==> config.mk <==
export PLATFORM = sky130hd
export DESIGN_NAME = cla16_adder
export DESIGN_NICKNAME = d
export VERILOG_FILES = /design/src/rtl/cla_pkg.sv /design/src/rtl/cla_lookahead.sv /design/src/rtl/cla_slice.sv /design/src/rtl/cla16_adder.sv
export SDC_FILE = /design/constraint.sdc
export NUM_CORES = 1
export LEC_CHECK = 0
export BUFFER_PORTS_ARGS = -buffer_cell sky130_fd_sc_hd__buf_2
export CORE_MARGIN = 2
export CORE_UTILIZATION = 35
export DETAILED_ROUTE_END_ITERATION = 10
export GPL_TIMING_DRIVEN = 0
export SETUP_SLACK_MARGIN = 0.3
export SYNTH_ARGS = -nofsm -noshare
export SYNTH_HDL_FRONTEND = slang
export SYNTH_SLANG_ARGS = --single-unit
==> constraint.sdc <==
create_clock -name vclk -period 4.1
set_clock_uncertainty 0.1 [all_clocks]
set_input_delay 0.82 -clock vclk [all_inputs]
set_output_delay 0.82 -clock vclk [all_outputs]
set_load 0.02 [all_outputs]
==> src/rtl/cla_pkg.sv <==
package cla_pkg;
  // Slice width and slice count of the default build.
  localparam int SLICE_BITS = 4;
  localparam int SLICE_CNT  = 4;

  // One-bit carry generate term.
  function automatic logic bit_gen(input logic a, input logic b);
    return a & b;
  endfunction

  // One-bit carry propagate term (inclusive form).
  function automatic logic bit_prop(input logic a, input logic b);
    return a | b;
  endfunction

  // One-bit sum from operands and the carry entering the bit.
  function automatic logic bit_sum(input logic a, input logic b, input logic c);
    return a ^ b ^ c;
  endfunction
endpackage

==> src/rtl/cla_lookahead.sv <==
// Flat lookahead unit: every carry is formed as a sum of products
// directly from the generate/propagate vector and the incoming carry.
module cla_lookahead #(
  parameter int N = 4
) (
  input  logic [N-1:0] gen_i,
  input  logic [N-1:0] prop_i,
  input  logic         cin,
  output logic [N:0]   carry,
  output logic         grp_gen,
  output logic         grp_prop
);
  always_comb begin
    carry[0] = cin;
    for (int j = 1; j <= N; j++) begin
      logic term;
      logic allp;
      term = 1'b0;
      for (int k = 0; k < j; k++) begin
        logic prod;
        prod = gen_i[k];
        for (int m = k + 1; m < j; m++) prod = prod & prop_i[m];
        term = term | prod;
      end
      allp = 1'b1;
      for (int m = 0; m < j; m++) allp = allp & prop_i[m];
      carry[j] = term | (allp & cin);
    end
  end

  always_comb begin
    logic acc;
    acc = 1'b0;
    for (int k = 0; k < N; k++) begin
      logic prod;
      prod = gen_i[k];
      for (int m = k + 1; m < N; m++) prod = prod & prop_i[m];
      acc = acc | prod;
    end
    grp_gen = acc;
  end

  always_comb begin
    logic allp;
    allp = 1'b1;
    for (int m = 0; m < N; m++) allp = allp & prop_i[m];
    grp_prop = allp;
  end

  // flat products must agree with the bit-serial recurrence.
  always_comb begin
    for (int j = 0; j < N; j++) begin
      a_r6_carry_recurrence: assert (carry[j+1] == (gen_i[j] | (prop_i[j] & carry[j])))
        else $error("R6 carry %0d breaks recurrence", j + 1);
    end
  end

  // the unit's own carry out is explained by its group pair.
  always_comb begin
    a_r5_group_pair: assert (carry[N] == (grp_gen | (grp_prop & cin)))
      else $error("R5 carry out disagrees with group generate/propagate");
  end
endmodule

==> src/rtl/cla_slice.sv <==
// One slice of the adder: bit terms, internal lookahead, sum bits.
module cla_slice
  import cla_pkg::*;
#(
  parameter int W = SLICE_BITS
) (
  input  logic [W-1:0] a,
  input  logic [W-1:0] b,
  input  logic         cin,
  output logic [W-1:0] s,
  output logic         cout_local,
  output logic         s_gen,
  output logic         s_prop
);
  logic [W-1:0] g;
  logic [W-1:0] p;
  logic [W:0]   c;

  always_comb begin
    for (int i = 0; i < W; i++) begin
      g[i] = bit_gen(a[i], b[i]);
      p[i] = bit_prop(a[i], b[i]);
    end
  end

  cla_lookahead #(.N(W)) u_la (
    .gen_i   (g),
    .prop_i  (p),
    .cin     (cin),
    .carry   (c),
    .grp_gen (s_gen),
    .grp_prop(s_prop)
  );

  always_comb begin
    for (int i = 0; i < W; i++) s[i] = bit_sum(a[i], b[i], c[i]);
  end

  assign cout_local = c[W];

  // each slice is a correct W-bit adder in its own right.
  always_comb begin
    a_r1_slice_sum: assert ({cout_local, s} == ({1'b0, a} + {1'b0, b} + (W+1)'(cin)))
      else $error("R1 slice sum wrong");
  end
endmodule

==> src/rtl/cla16_adder.sv <==
module cla16_adder
  import cla_pkg::*;
#(
  parameter int SW = SLICE_BITS,
  parameter int NS = SLICE_CNT
) (
  input  logic [SW*NS-1:0] op_a,
  input  logic [SW*NS-1:0] op_b,
  input  logic             carry_in,
  output logic [SW*NS-1:0] sum,
  output logic             carry_out,
  output logic             blk_gen,
  output logic             blk_prop
);
  localparam int W = SW * NS;

  logic [NS-1:0] sl_gen;
  logic [NS-1:0] sl_prop;
  logic [NS-1:0] sl_cout;
  logic [NS:0]   sl_cin;

  for (genvar k = 0; k < NS; k++) begin : g_slice
    cla_slice #(.W(SW)) u_slice (
      .a         (op_a[k*SW +: SW]),
      .b         (op_b[k*SW +: SW]),
      .cin       (sl_cin[k]),
      .s         (sum[k*SW +: SW]),
      .cout_local(sl_cout[k]),
      .s_gen     (sl_gen[k]),
      .s_prop    (sl_prop[k])
    );
  end

  cla_lookahead #(.N(NS)) u_top_la (
    .gen_i   (sl_gen),
    .prop_i  (sl_prop),
    .cin     (carry_in),
    .carry   (sl_cin),
    .grp_gen (blk_gen),
    .grp_prop(blk_prop)
  );

  assign carry_out = sl_cin[NS];

  // slice-local carry out agrees with the second-level carry above it.
  always_comb begin
    for (int k = 0; k < NS; k++) begin
      a_r7_slice_carry_agree: assert (sl_cout[k] == sl_cin[k+1])
        else $error("R7 slice %0d carry mismatch", k);
    end
  end

  // whole-width arithmetic check.
  always_comb begin
    a_r2_full_sum: assert ({carry_out, sum} == ({1'b0, op_a} + {1'b0, op_b} + (W+1)'(carry_in)))
      else $error("R1/R2 full sum wrong");
  end

  // overall generate equals the carry of the add with zero carry in.
  always_comb begin
    logic [W:0] t;
    t = {1'b0, op_a} + {1'b0, op_b};
    a_r4_block_gen: assert (blk_gen == t[W])
      else $error("R4 block generate wrong");
  end
endmodule

==> impl_metrics.csv <==
group,metric,value,unit
status,status,"completed",
logic_synthesis,synth_most_common_cell,"inv_1",
global_routing,antenna_found_initial,0,
min_path,holdPathStages,5,
min_path,holdCritPathClass,"in -> out",
power_and_ir_drop,ir_drop,0.08468,mV
timing,slew_headroom,79.36,%
route,ant_nets,0,
worst_setup_path,start_kind,"primary input",
final_layout,fillCellCount,346,
global_routing,grt_pass1_vias,956,
power_and_ir_drop,clkPwrFrac,0,%
timing,fmax,0.2703,GHz
power_and_ir_drop,p_int,105.0,uW
floorplan,die_w,61.44,um
timing,tns,0,ns
global_routing,overflow,0,
run,max_cap_viol_count,0,
worst_setup_path,crit_required,3.18,ns
final_layout,multi_input_area,1018,um2
route,drtPass1Iterations,4,
worst_setup_path,critPathMaxFanout,4,
placed_design,gp_congestion,0.7575,
power_and_ir_drop,cellLeakagePower,0.0008942,uW
logic_synthesis,yosys-top-cells-area,"ha_1 (35%), inv_1 (16%), fa_1 (6.9%)",
worst_setup_path,cp.depth,11,
global_routing,grt_max_degree,7,
timing,tightestPinTransition,0.3063,ns
worst_setup_path,crit_path_frequent_cell,"inv_1",
power_and_ir_drop,seq_power_share,0,%
logic_synthesis,synth_common_cells,"inv_1 (48), ha_1 (32), a21oi_1 (9)",
floorplan,die_y,61.44,um
worst_setup_path,worstPathCellList,"buf_2 -> inv_1 -> ha_2 -> inv_1 -> a221oi_2 -> o21bai_1 -> a211oi_2 -> and2_4 -> fa_1 -> inv_1 -> buf_2",
placed_design,portBuffers,52,
final_layout,nets,281,
route,route.detailed.vias_per_inst,4.366,
route,wirelength,2323,um
worst_setup_path,max_stage_delay,0.40,ns
route,num_vias,1109,
final_layout,ff_latch_area,0,um2
final_layout,seq_cells,0,
timing,period_share,90.24,%
worst_setup_path,cpMaxStageDelayCell,"fa_1",
logic_synthesis,yosysTopAreaCellShare,34.67,%
placed_design,place_hpwl,2034,um
final_layout,area_growth_syn_to_layout,34.34,%
floorplan,num_io_pins,52,
logic_synthesis,syn-num-nets,222,
power_and_ir_drop,power.density,158.5,nW/um2
logic_synthesis,synth_cell_types,35,
floorplan,initial_core_util,37.22,%
logic_synthesis,synth_cells,153,
floorplan,core,3103,um2
route,drc,0,
worst_setup_path,critPathArrivalTime,2.78,ns
timing,report.final.slew_viol_count,0,
power_and_ir_drop,pwr-share-comb,100.0,%
placed_design,place_area,1470,um2
timing,whs,2.021,ns
logic_synthesis,yosys_warnings,0,
power_and_ir_drop,power.switching,141.0,uW
final_layout,drive_above_1_share,35.24,%
power_and_ir_drop,switching_share,57.32,%
worst_setup_path,path_delay_family,"compound AO/OA/AOI/OAI gates",
final_layout,final_area,1551,um2
timing,rsz0062_at_grt,"true",
global_routing,grt_first_pass_wirelength,3774,um
timing,hold_violations,0,
route,wl_per_cell,9.146,um
timing,post-route-min-period,3.700,ns
clock_tree,postCtsHoldBufs,0,
logic_synthesis,netlist.top_cell.by_area,"ha_1",
worst_setup_path,endpoint_kind,"primary output",
global_routing,grt_usage,12.31,%
floorplan,die_area,3775,um2
worst_setup_path,path_class,"in -> out",
floorplan,rows,20,
logic_synthesis,ys_seq_area_share,0,%
worst_setup_path,cp_num_buf_inv,5,
logic_synthesis,synth_area,1155,um2
route,drtIter0Drc,34,
final_layout,antenna_cells,0,
final_layout,n_clock_buffer,0,
timing,finalSetupViolCount,0,
logic_synthesis,post_synth.cell_area_avg,7.548,um2
==> what timing repair did <==
item                                    4_1_cts  5_1_grt
buffers inserted                              0        5
resized for setup                             0        7
endpoints found under the setup margin        0        2
==> per-stage QoR <==
| stage | utilization, % | setup WS, ns | std cells | total power (uW) |
|---|---|---|---|---|
| 2_1_floorplan | - | 0.4858 | 153 | 160.3 |
| 3_3_place_gp | 47.38 | 0.3049 | 249 | 230.8 |
| 3_5_place_dp | 47.38 | 0.3255 | 249 | 231.4 |
| 4_1_cts | 47.38 | 0.3162 | 249 | 232.8 |
| 5_1_grt | 50.00 | 0.2808 | 254 | 273.3 |
| 6_report | 50.00 | 0.4000 | 254 | 245.9 |
==> layout by cell type (no fill, tap or decap), drive strengths merged, types with 2 or more instances in the layout <==
master,count
ha,32
o21bai,3
nor3,3
a211oi,4
buf,57
xor2,3
nand3,2
xnor2,6
inv,48
nor4b,2
o31ai,3
nor4,3
a21oi,11
fa,4
nor2,8
o21ai,2
nand2,5
==> metal layers <==
layer | vias up | routed length (um) | track usage, % | part of all wire [%]
li1 | 605 | - | - | -
met1 | 472 | 1112 | 18.05 | 48
met2 | 32 | 1054 | 21.43 | 45
met3 | 0 | 157 | 0.4202 | 6.8
met4 | 0 | 0 | 0 | 0
met5 | - | 0 | 0 | 0
==> cell families (layout without fill, tap and decap cells) <==
kind of cell	after synthesis	after routing	share of synthesized area [%]
fa+ha+maj	36	36	41.60
simple gates	29	29	14.30
compound gates	31	31	21.67
buf+inv	48	105	15.60
xor+xnor	9	9	6.826
==> power by group through the flow <==
stage               logic [uW]  registers [uW]  clock network, uW
floorplan                  160               0                  0
global placement           231               0                  0
detailed placement         231               0                  0
CTS                        233               0                  0
global route               273               0                  0
finish                     246               0                  0
==> worst paths after layout <==
path,startpoint,endpoint,slack (ns)
hold / removal,op_b[11],sum[11],2.02
setup / recovery,op_a[10],sum[12],0.40
==> layout make-up <==
cell class,instances,area share (%)
tap,44,3.548
multi-input combinational,105,65.65
timing repair buffer,57,19.19
inverter,48,11.61
Power figures use the tool's default switching activity.
